==> src/rtl/ddr_beat_pkg.sv <==
package ddr_beat_pkg;

    // Phase of the write serializer; one phase per system-clock beat.
    typedef enum logic [1:0] {
        WP_IDLE = 2'd0,
        WP_PRE  = 2'd1,
        WP_HI   = 2'd2,
        WP_LO   = 2'd3
    } wr_phase_e;

    // Memory clock pair as produced by the two toggle registers.
    typedef struct packed {
        logic ck;
        logic ck_n;
    } ck_pair_t;

    localparam ck_pair_t CK_PAIR_RESET = '{ck: 1'b0, ck_n: 1'b1};

    function automatic logic is_data_phase(input wr_phase_e ph);
        return (ph == WP_HI) || (ph == WP_LO);
    endfunction

    function automatic ck_pair_t ck_pair_flip(input ck_pair_t p);
        ck_pair_t r;
        r.ck   = ~p.ck;
        r.ck_n = ~p.ck_n;
        return r;
    endfunction

endpackage

==> src/rtl/ddr_ck_gen.sv <==
module ddr_ck_gen
    import ddr_beat_pkg::*;
(
    input  logic clk,
    input  logic rst,
    output logic mem_ck,
    output logic mem_ck_n
);

    ck_pair_t pair_q;

    always_ff @(posedge clk) begin
        if (rst) pair_q <= CK_PAIR_RESET;
        else     pair_q <= ck_pair_flip(pair_q);
    end

    assign mem_ck   = pair_q.ck;
    assign mem_ck_n = pair_q.ck_n;

endmodule

==> src/rtl/ddr_wr_serializer.sv <==
module ddr_wr_serializer
    import ddr_beat_pkg::*;
#(
    parameter int DQ_W      = 8,
    parameter int PRE_BEATS = 2,
    localparam int WORD_W   = 2 * DQ_W,
    localparam int PCW      = $clog2(PRE_BEATS + 1)
) (
    input  logic              clk,
    input  logic              rst,
    input  logic              wr_en,
    input  logic [WORD_W-1:0] wr_word,
    output logic [DQ_W-1:0]   dq_out,
    output logic              dq_oe,
    output logic              dqs_out,
    output logic              dqs_oe
);

    wr_phase_e       phase_q, phase_d;
    logic [PCW-1:0]  pre_cnt_q, pre_cnt_d;
    logic [DQ_W-1:0] lo_byte_q;
    logic [DQ_W-1:0] dq_q;
    logic            dqs_q;

    always_comb begin
        phase_d   = phase_q;
        pre_cnt_d = pre_cnt_q;
        if (!wr_en) begin
            phase_d   = WP_IDLE;
            pre_cnt_d = '0;
        end else begin
            unique case (phase_q)
                WP_IDLE: begin
                    phase_d   = WP_PRE;
                    pre_cnt_d = PCW'(1);
                end
                WP_PRE: begin
                    if (pre_cnt_q == PCW'(PRE_BEATS)) begin
                        phase_d = WP_HI;
                    end else begin
                        pre_cnt_d = pre_cnt_q + PCW'(1);
                    end
                end
                WP_HI:   phase_d = WP_LO;
                WP_LO:   phase_d = WP_HI;
                default: phase_d = WP_IDLE;
            endcase
        end
    end

    always_ff @(posedge clk) begin
        if (rst) begin
            phase_q   <= WP_IDLE;
            pre_cnt_q <= '0;
            lo_byte_q <= '0;
            dq_q      <= '0;
            dqs_q     <= 1'b0;
        end else begin
            phase_q   <= phase_d;
            pre_cnt_q <= pre_cnt_d;
            // strobe toggles once per data beat, rests low otherwise
            dqs_q     <= is_data_phase(phase_d) ? ~dqs_q : 1'b0;
            if (phase_d == WP_HI) begin
                dq_q      <= wr_word[WORD_W-1 -: DQ_W];
                lo_byte_q <= wr_word[DQ_W-1:0];
            end else if (phase_d == WP_LO) begin
                dq_q      <= lo_byte_q;
            end else begin
                dq_q      <= '0;
            end
        end
    end

    assign dq_out  = dq_q;
    assign dqs_out = dqs_q;
    assign dq_oe   = is_data_phase(phase_q);
    assign dqs_oe  = (phase_q != WP_IDLE);

endmodule

==> src/rtl/ddr_rd_capture.sv <==
module ddr_rd_capture #(
    parameter int DQ_W    = 8,
    localparam int WORD_W = 2 * DQ_W
) (
    input  logic              clk,
    input  logic              rst,
    input  logic              rd_en,
    input  logic              wr_en,
    input  logic [DQ_W-1:0]   dq_in,
    output logic [WORD_W-1:0] rd_word,
    output logic              rd_valid
);

    logic              lower_next_q;
    logic [WORD_W-1:0] word_q;
    logic              valid_q;
    logic              cap_en;

    assign cap_en = rd_en && !wr_en;

    always_ff @(posedge clk) begin
        if (rst) begin
            lower_next_q <= 1'b0;
            word_q       <= '0;
            valid_q      <= 1'b0;
        end else begin
            valid_q <= 1'b0;
            if (cap_en) begin
                lower_next_q <= ~lower_next_q;
                if (!lower_next_q) begin
                    word_q[WORD_W-1 -: DQ_W] <= dq_in;
                end else begin
                    word_q[DQ_W-1:0] <= dq_in;
                    valid_q          <= 1'b1;
                end
            end else begin
                lower_next_q <= 1'b0;
            end
        end
    end

    assign rd_word  = word_q;
    assign rd_valid = valid_q;

endmodule

==> src/rtl/ddr_beat_phy.sv <==
module ddr_beat_phy #(
    parameter int DQ_W      = 8,
    parameter int PRE_BEATS = 2,
    localparam int WORD_W   = 2 * DQ_W
) (
    input  logic              clk,
    input  logic              rst,
    input  logic              wr_en,
    input  logic [WORD_W-1:0] wr_word,
    input  logic              rd_en,
    input  logic [DQ_W-1:0]   dq_in,
    output logic              mem_ck,
    output logic              mem_ck_n,
    output logic [DQ_W-1:0]   dq_out,
    output logic              dq_oe,
    output logic              dqs_out,
    output logic              dqs_oe,
    output logic [WORD_W-1:0] rd_word,
    output logic              rd_valid
);

    ddr_ck_gen u_ck_gen (
        .clk      (clk),
        .rst      (rst),
        .mem_ck   (mem_ck),
        .mem_ck_n (mem_ck_n)
    );

    ddr_wr_serializer #(
        .DQ_W      (DQ_W),
        .PRE_BEATS (PRE_BEATS)
    ) u_wr (
        .clk     (clk),
        .rst     (rst),
        .wr_en   (wr_en),
        .wr_word (wr_word),
        .dq_out  (dq_out),
        .dq_oe   (dq_oe),
        .dqs_out (dqs_out),
        .dqs_oe  (dqs_oe)
    );

    ddr_rd_capture #(
        .DQ_W (DQ_W)
    ) u_rd (
        .clk      (clk),
        .rst      (rst),
        .rd_en    (rd_en),
        .wr_en    (wr_en),
        .dq_in    (dq_in),
        .rd_word  (rd_word),
        .rd_valid (rd_valid)
    );

endmodule

==> config.mk <==
export PLATFORM = sky130hd
export DESIGN_NAME = ddr_beat_phy
export DESIGN_NICKNAME = d
export VERILOG_FILES = /design/src/rtl/ddr_beat_pkg.sv /design/src/rtl/ddr_ck_gen.sv /design/src/rtl/ddr_wr_serializer.sv /design/src/rtl/ddr_rd_capture.sv /design/src/rtl/ddr_beat_phy.sv
export SDC_FILE = /design/constraint.sdc
export NUM_CORES = 1
export LEC_CHECK = 0
export CORE_MARGIN = 4
export CORE_UTILIZATION = 49
export CTS_BUF_LIST = sky130_fd_sc_hd__clkbuf_2
export DETAILED_ROUTE_END_ITERATION = 7
export PLACE_DENSITY = 0.86
export SETUP_SLACK_MARGIN = 0.4
export SYNTH_ARGS = -nofsm -noshare
export SYNTH_HDL_FRONTEND = slang
export SYNTH_SLANG_ARGS = --single-unit
==> constraint.sdc <==
create_clock -name clk -period 3.4 [get_ports clk]
set_input_delay 0.51 -clock clk [delete_from_list [all_inputs] [get_ports clk]]
set_output_delay 0.51 -clock clk [all_outputs]
set_load 0.005 [all_outputs]
# Word level (Yosys, flattened, before mapping)

Cells that the tools add are included.
Widths: inputs -> output; s select.

Register bits: 41
Input port bits: 28
Word-level logic and storage cells: 47

Add/sub/neg operators: 1
Eq/ne operators: 7
Muxes and demuxes: 8
Bitwise operators: 7
Reductions and logical operators: 13

Operators with widths:

| operator            | number |
|---|---|
| $mux 8              | 2 |
| $eq 2x2->1 const B  | 5 |
| $pmux 2 s4          | 1 |
| $not 1->1           | 7 |
| $mux 2              | 3 |
| $reduce_and 2->1    | 3 |
| $reduce_or 2->1     | 3 |
| $pmux 2 s2          | 1 |
| $reduce_bool 2->1   | 2 |
| $add 2x1->2 const B | 1 |
| $eq 2x1->1 const B  | 1 |
| $logic_not 2->1     | 1 |
| $logic_or 1x1->1    | 2 |
| $ne 2x2->1 const B  | 1 |
| $logic_and 1x1->1   | 1 |
| $logic_not 1->1     | 1 |
| $mux 1              | 1 |

# Depth between registers and ports, before layout

Gate-level depths: netlist of run 1.

Word-level depth: 8
Mapped depth: 5
Depth with buffers taken out: 4

# Modules after synthesis

From an unflattened synthesis of run 1, not the netlist that was laid out.

Cell total of the unflattened synthesis: 154
Area total of the unflattened synthesis: 1645.3 um^2

By module, submodules not included:

| module            | instances | cells an instance | area each (um^2) |
|---|---|---|---|
| ddr_wr_serializer | 1         | 84                | 864.6 |
| ddr_rd_capture    | 1         | 66                | 730.7 |
| ddr_ck_gen        | 1         | 4                 | 50.0 |

# Worst setup path before layout of run 1

OpenSTA, ideal clock, no wires.

Path kind: input -> register
Start point: input wr_en
End point: register u_rd.word_q[10], in the netlist u_rd.rd_word[10]
Setup time: 0.118 ns
Data arrival time: 1.244 ns
Required time: 3.282 ns
Path slack: 2.038 ns
Cell stages on the path: 4
Cells stage by stage: buf_6 or3b_1 buf_6 mux2i_1

Cells in the longest elaborated chain, start to end: 3

Ends and longest elaborated chain:

| element                           | RTL line             | RTL |
|---|---|---|
| start: declaration                | ddr_beat_phy.sv:8    | `input logic wr_en,` |
| $logic_not 1->1                   | ddr_rd_capture.sv:19 | `assign cap_en = rd_en && !wr_en;` |
| $logic_and 1x1->1                 | ddr_rd_capture.sv:19 |  |
| $reduce_and 2->1 (no source line) | -                    |  |
| end signal: indexed assignment    | ddr_rd_capture.sv:31 | `word_q[WORD_W-1 -: DQ_W] <= dq_in;` |
| end signal: indexed assignment    | ddr_rd_capture.sv:33 | `word_q[DQ_W-1:0] <= dq_in;` |
| end: declaration                  | ddr_rd_capture.sv:15 | `logic [WORD_W-1:0] word_q;` |

No other way between the ends.
A chain may end at the register's enable or synchronous reset.

# Worst setup path after layout of run 1

Start point: register u_wr.phase_q[0]
End point: output dqs_oe

Cells in the longest elaborated chain, start to end: 1

Ends and longest elaborated chain:

| element                  | RTL line                | RTL |
|---|---|---|
| start: declaration       | ddr_wr_serializer.sv:19 | `wr_phase_e phase_q, phase_d;` |
| start signal: assignment | ddr_wr_serializer.sv:59 | `phase_q <= phase_d;` |
| $reduce_bool 2->1        | ddr_wr_serializer.sv:77 | `assign dqs_oe = (phase_q != WP_IDLE);` |
| end: declaration         | ddr_beat_phy.sv:17      | `output logic dqs_oe,` |

No other way between the ends.

==> flow_metrics.env, run 1 <==
export IMPL_cts_inserted_buffers=5
export IMPL_num_nets_final=241
export IMPL_hold_class="flip-flop to flip-flop"
export IMPL_ys_warn_count=0
export IMPL_place_congestion=0.759
export IMPL_critical_path_reg2reg_endpoint="u_wr.dq_out[4]"
export IMPL_pwr_share_clk_pct=25.8
export IMPL_max_freq_mhz=484
export IMPL_grt_first_pass_wirelength_mm=6.02
export IMPL_route_detailed_vias_per_inst=4.86
export IMPL_power_ir_vdd_worst_mv=0.241
export IMPL_internal_power_uw=613
export IMPL_routed_wire_length_per_instance_um=13.9
export IMPL_cts_tree="built"
export IMPL_stdcell_count=257
export IMPL_run_status="finished clean"
export IMPL_placeableCoreArea_um2=3130
export IMPL_final_layout_size_suffix_gt1_share_pct=5.63
export IMPL_worst_slew_margin_rel_pct=56.5
export IMPL_final_cell_area_um2=2260
export IMPL_synth_async_reset_ratio_pct=0
export IMPL_detailedPlacementHpwl_mm=2.76
export IMPL_synth_edff_count=0
export IMPL_drc=0
export IMPL_initial_antenna_violation_count=0
export IMPL_row_count=20
export IMPL_ctsResizeCount=0
export IMPL_drt_wl_total_mm=3.58
export IMPL_detail_route_iter0_violations=73
export IMPL_number_of_library_cell_types_mapped_by_synthesis=22
export IMPL_slew_viol_final=0
export IMPL_source_of_the_critical_timing_path="u_wr.phase_q[0]"
export IMPL_setup_violation_total_in_the_final_timing_report=0
export IMPL_synth_area_leader_cell="sky130_fd_sc_hd__dfxtp_1"
export IMPL_total_setup_buffers_inserted_after_cts=0
export IMPL_drv_max_cap_violation_count=0
export IMPL_setup_worst_path_start_class="flip-flop"
export IMPL_switching_pwr_uw=182
export IMPL_diodes=0
export IMPL_critical_path_top_delay_family="buffers and inverters"
export IMPL_maximum_number_of_pins_on_one_net_before_global_route_repair=45
export IMPL_vias=1248
export IMPL_placed_area_um2=2220
export IMPL_critical_path_arrival_ps=1560
export IMPL_syn_inst=158
export IMPL_die_height_um=65.9
export IMPL_worstSetupEndpointType="primary output"
export IMPL_seqPwrFrac_pct=62.6
export IMPL_ant_nets=0
export IMPL_io_buffers=57
export IMPL_power_switching_fraction_pct=22.9
export IMPL_reg2reg_depth=4
export IMPL_clockBufferDepth=2
export IMPL_yosys_top_cells_count="43 x sky130_fd_sc_hd__nand2b_1, 41 x sky130_fd_sc_hd__dfxtp_1, 24 x sky130_fd_sc_hd__mux2i_1, 9 x sky130_fd_sc_hd__inv_1, 9 x sky130_fd_sc_hd__o32ai_1"
export IMPL_critical_path_required_time_ps=2890
export IMPL_h_tree_depth=2
export IMPL_post_synth_top_count_cell="sky130_fd_sc_hd__nand2b_1"
export IMPL_path_cells="or2_2 > clkdlybuf4s50_1"
export IMPL_tritoncts_num_sinks=41
export IMPL_cts_hold_repair_buffers=0
export IMPL_die_width_um=65.9
export IMPL_setup_worst_path_end="dqs_oe"
export IMPL_seqCellArea_um2=821
export IMPL_synthFlopType="sky130_fd_sc_hd__dfxtp_1"
export IMPL_grt_setup_unrepaired="false"
export IMPL_synth_seq_area_share_pct=50.0
export IMPL_mappedNetlistArea_um2=1640
export IMPL_crit_reg2reg_launch="u_wr.pre_cnt_q[0]"
export IMPL_period_share_pct=60.8
export IMPL_first_pass_iters=4
export IMPL_power_share_combinational_pct=11.6
export IMPL_regToRegSetupSlack_ps=1900
export IMPL_total_area_of_multi_input_combinational_cells_um2=729
export IMPL_finalClockSkew_ps=1.94
export IMPL_power_density_nw_per_um2=352
export IMPL_report_final_hold_viol_count=0
export IMPL_fin_tns_setup_ps=0
export IMPL_dpl_cell_count=249
export IMPL_stages_on_the_worst_setup_path=2
export IMPL_fill_cells=235
export IMPL_timing_final_crit_period_ps=2070
export IMPL_area_delta_synth_final_pct=37.4
export IMPL_grt_use_total_pct=18.3
export IMPL_ports=58
export IMPL_start_util_pct=52.5
export IMPL_slowest_delay_ps=440
export IMPL_met2_routed_length_mm=1.86
export IMPL_area_share_of_the_largest_cell_type_after_synthesis_pct=50.0
export IMPL_crit_path_max_delay_cell_type="sky130_fd_sc_hd__clkdlybuf4s50_1"
export IMPL_cellLeakagePower_uw=0.000878
export IMPL_crit_path_max_fanout=8
export IMPL_ys_top_cells_by_area="sky130_fd_sc_hd__dfxtp_1 50%, sky130_fd_sc_hd__nand2b_1 16%, sky130_fd_sc_hd__mux2i_1 15%, sky130_fd_sc_hd__o32ai_1 4.8%, sky130_fd_sc_hd__inv_1 2.1%"
export IMPL_topRoutingLayerUsed="met4"
export IMPL_timing_worst_slew_pin_value_ps=650
export IMPL_grt_overflow_total=0
export IMPL_wl_met1_mm=1.48
export IMPL_via_count_of_the_first_global_routing_pass=1317
export IMPL_clkLatencyLatePin_ps=390
export IMPL_yosys_register_bits=41
export IMPL_crit_buf_inv=1
export IMPL_path_class="flip-flop to primary output"
export IMPL_die_area_um2=4340
export IMPL_synth_net_count=187
export IMPL_root_buffer="sky130_fd_sc_hd__clkbuf_2"
export IMPL_clk_pin_slew_worst_paths_ps=180
export IMPL_met3RoutedLength_um=130
export IMPL_post_synth_cell_area_avg_um2=10.4
## final cells by class
cell class / count / share of cell area (%)
Inverter: 9 / 1.50
Sequential cell: 41 / 36.4
Tap cell: 44 / 2.44
Multi-Input combinational cell: 97 / 32.3
Timing Repair Buffer: 58 / 25.6
Clock buffer: 8 / 1.77
## worst min path at each step
| stage | startpoint | to | slack, ps | depth (start not counted) |
|---|---|---|---|---|
| 2_1_floorplan | u_ck_gen.mem_ck_n | u_ck_gen.mem_ck_n | 390 | 1 |
| 3_3_place_gp | u_ck_gen.mem_ck_n | u_ck_gen.mem_ck_n | 380 | 1 |
| 3_5_place_dp | u_ck_gen.mem_ck_n | u_ck_gen.mem_ck_n | 390 | 1 |
| 4_1_cts | u_ck_gen.mem_ck_n | u_ck_gen.mem_ck_n | 420 | 1 |
| 5_1_grt | u_ck_gen.mem_ck_n | u_ck_gen.mem_ck_n | 470 | 1 |
| 6_report | u_ck_gen.mem_ck_n | u_ck_gen.mem_ck_n | 420 | 1 |
## through the flow
stage / utilization [%] / hold slack, ps / power, uW / worst slack, ps
4_1_cts: 72.2 / 423 / 801 / 1320
5_1_grt: 72.2 / 468 / 834 / 1260
2_1_floorplan: - / 386 / 547 / 2040
3_3_place_gp: 70.9 / 377 / 597 / 1430
3_5_place_dp: 70.9 / 385 / 599 / 1410
6_report: 72.2 / 421 / 795 / 1330
## cells by family after synthesis
family	synth area share, %
DFF	50.0
muxes	14.6
AOI/OAI and AO/OA	7.16
and+or+nand+nor	21.9
buffers and inverters	5.64
adders and majority gates	0.761
## sequential cells by signal, summed over array words and instances, names as in the netlist
name / cells
u_wr.dqs_out: 1
u_rd.rd_valid: 1
u_ck_gen.mem_ck: 1
u_wr.phase_q: 2
u_wr.lo_byte_q: 8
u_wr.dq_out: 8
u_wr.pre_cnt_q: 2
u_rd.lower_next_q: 1
u_rd.rd_word: 16
u_ck_gen.mem_ck_n: 1
## routing by layer
metal / track usage, % / vias up
li1: - / 637
met1: 20.0 / 566
met2: 31.9 / 33
met3: 3.74 / 12
met4: 11.4 / 0
met5: 0 / -
## layout by cell type (no fill, tap or decap), drive strengths merged
| cell type | Yosys | final |
|---|---|---|
| o32ai | 9 | 9 |
| dfxtp | 41 | 41 |
| buf | 4 | 1 |
| inv | 9 | 9 |
| nand2 | 1 | 1 |
| or2 | 2 | 2 |
| mux2i | 24 | 24 |
| clkbuf | 7 | 8 |
| ha | 1 | 1 |
| o211ai | 1 | 1 |
| and3b | 1 | 1 |
| nor3 | 1 | 1 |
| nand3b | 3 | 3 |
| nor2b | 1 | 1 |
| nor2 | 4 | 4 |
| or3b | 1 | 1 |
| nor3b | 1 | 1 |
| o211a | 1 | 1 |
| o221a | 1 | 1 |
| clkdlybuf4s50 | 0 | 57 |
| a21oi | 2 | 2 |
| nand2b | 43 | 43 |
## power groups by stage
stage	clock network (uW)	logic, uW	registers (uW)
4_1_cts	211	92.7	498
5_1_grt	234	99.8	500
3_3_place_gp	0	89.9	507
3_5_place_dp	0	91.9	507
6_report	205	92.1	498
2_1_floorplan	0	39.8	507
No activity file was read; power rests on OpenSTA's default activity.
==> run 2, diff against run 1 <==
--- a/config.mk
+++ b/config.mk
@@ -6,10 +6,10 @@
 export NUM_CORES = 1
 export LEC_CHECK = 0
 export CORE_MARGIN = 4
-export CORE_UTILIZATION = 49
+export CORE_UTILIZATION = 41
 export CTS_BUF_LIST = sky130_fd_sc_hd__clkbuf_2
 export DETAILED_ROUTE_END_ITERATION = 7
-export PLACE_DENSITY = 0.86
+export PLACE_DENSITY = 0.77
 export SETUP_SLACK_MARGIN = 0.4
 export SYNTH_ARGS = -nofsm -noshare
 export SYNTH_HDL_FRONTEND = slang
==> constraint.sdc (replaced) <==
create_clock -name clk -period 1.9 [get_ports clk]
set_input_delay 0.285 -clock clk [delete_from_list [all_inputs] [get_ports clk]]
set_output_delay 0.285 -clock clk [all_outputs]
set_load 0.005 [all_outputs]
==> flow_metrics.env, run 2 (synthesis gave the netlist of run 1 again) <==
export IMPL_die_area_um2=5080
export IMPL_timing_worst_slew_pin_value_ps=421
export IMPL_power_density_nw_per_um2=603
export IMPL_hold_class="flip-flop to flip-flop"
export IMPL_fin_ws_ps=495
export IMPL_clk_pin_slew_worst_paths_ps=160
export IMPL_period_share_pct=74.0
export IMPL_most_common_library_cell_in_the_layout_ignoring_fill_and_taps="sky130_fd_sc_hd__nand2b_1"
export IMPL_mostFrequentLayoutCells="43 x sky130_fd_sc_hd__nand2b_1, 29 x sky130_fd_sc_hd__dlygate4sd2_1, 27 x sky130_fd_sc_hd__clkdlybuf4s50_1"
export IMPL_detailedPlacementHpwl_mm=2.54
export IMPL_fill_cells=326
export IMPL_critical_path_arrival_ps=1120
export IMPL_cts_inserted_buffers=5
export IMPL_place_ws_ps=197
export IMPL_fin_tns_setup_ps=0
export IMPL_timing_final_crit_period_ps=1410
export IMPL_num_nets_final=248
export IMPL_path_cells="or2_2 > clkbuf_2"
export IMPL_drc=0
export IMPL_drv_max_cap_violation_count=0
export IMPL_die_width_um=71.3
export IMPL_maximum_number_of_pins_on_one_net_before_global_route_repair=56
export IMPL_crit_path_max_delay_cell_type="sky130_fd_sc_hd__dfxtp_4"
export IMPL_tritoncts_num_sinks=41
export IMPL_area_delta_synth_final_pct=40.8
export IMPL_slowest_delay_ps=370
export IMPL_run_status="finished clean"
export IMPL_clkLatencyLatePin_ps=380
export IMPL_critical_path_required_time_ps=1620
export IMPL_root_buffer="sky130_fd_sc_hd__clkbuf_2"
export IMPL_start_util_pct=43.6
export IMPL_power_ir_vdd_worst_mv=0.338
export IMPL_final_cell_area_um2=2310
export IMPL_grt_setup_unrepaired="false"
export IMPL_diodes=0
export IMPL_grt_overflow_total=0
export IMPL_final_layout_size_suffix_gt1_share_pct=18.7
export IMPL_die_height_um=71.3
export IMPL_report_final_hold_viol_count=0
export IMPL_first_pass_iters=4
export IMPL_clockBufferDepth=2
export IMPL_initial_antenna_violation_count=0
export IMPL_cellLeakagePower_uw=0.00105
export IMPL_finalClockSkew_ps=21.9
export IMPL_vias=1316
export IMPL_grt_use_total_pct=15.1
export IMPL_placed_area_um2=2240
export IMPL_via_count_of_the_first_global_routing_pass=1423
export IMPL_placeableCoreArea_um2=3770
export IMPL_drt_wl_total_mm=3.52
export IMPL_setup_violation_total_in_the_final_timing_report=0
export IMPL_slew_viol_final=0
export IMPL_io_buffers=57
export IMPL_finish_utilization_pct=61.3
export IMPL_setup_worst_path_start_class="flip-flop"
export IMPL_largest_register_ffs=16
export IMPL_h_tree_depth=2
export IMPL_grt_first_pass_wirelength_mm=6.20
export IMPL_routed_wire_length_per_instance_um=13.2
export IMPL_power_total_uw=1390
export IMPL_cts_tree="built"
export IMPL_worstSetupEndpointType="primary output"
export IMPL_path_class="flip-flop to primary output"
export IMPL_detail_route_iter0_violations=70
export IMPL_max_freq_mhz=712
export IMPL_ant_nets=0
export IMPL_place_congestion=0.835
export IMPL_worst_slew_margin_rel_pct=71.9
export IMPL_cts_hold_repair_buffers=0
export IMPL_crit_path_max_fanout=2
export IMPL_ports=58
export IMPL_route_detailed_vias_per_inst=4.93
export IMPL_row_count=22
==> run 2: cell count changes in the layout (fill, tap and decap cells not counted), sizes merged <==
cell,previous run,this run
buf,1,8
clkbuf,8,7
dlygate4sd2,0,29
clkdlybuf4s50,57,27
clkinv,0,1
==> run 2: where the power goes <==
| part | total, uW | internal [uW] | switching (uW) |
|---|---|---|---|
| clock network | 343 | 86.0 | 257 |
| registers | 887 | 879 | 8.60 |
| logic | 165 | 106 | 58.2 |
| total | 1390 | 1070 | 324 |
==> run 2: stage by stage <==
stage               std cells  hold slack (ps)
CTS                       267              402
floorplan                 158              386
finish                    267              397
global route              267              419
global placement          254              377
detailed placement        254              391
==> run 2: path summary, 6_finish.rpt <==
kind | endpoint | slack (ps) | depth (start not counted) | startpoint
max | dqs_oe | 490 | 2 | u_wr.phase_q[0]
min | u_ck_gen.mem_ck | 400 | 1 | u_ck_gen.mem_ck
max reg2reg | u_wr.lo_byte_q[0] | 520 | 4 | u_wr.pre_cnt_q[0]
min reg2reg | u_ck_gen.mem_ck | 400 | 1 | u_ck_gen.mem_ck
==> run 2: routing by layer <==
layer	track usage, %	vias up	wire length [um]
met1	16.7	614	1440
met3	5.75	4	286
met5	0	-	0
li1	-	650	-
met2	26.6	48	1760
met4	4.80	0	35
==> run 2: cell type report <==
cell class	count	area, um2	share of cell area (%)
multi-input combinational	97	729	31.5
tap	48	60.1	2.60
clock buffer	6	30.0	1.30
timing repair buffer	65	602	26.0
inverter	9	33.8	1.46
clock inverter	1	3.75	0.162
sequential	41	855	36.9
==> run 2: repair_timing <==
action                                  CTS  global route
buffers inserted                          6             0
cloned                                    0             0
endpoints found under the setup margin   38             1
pin swaps                                 1             0
gates resized for setup                  56             1
==> run 2: worst max-delay path: cells and delay by family, from the launching register on <==
family / cells / cell delay, ps
flops: 1 / 370
buf+inv: 1 / 110
simple gates: 1 / 280
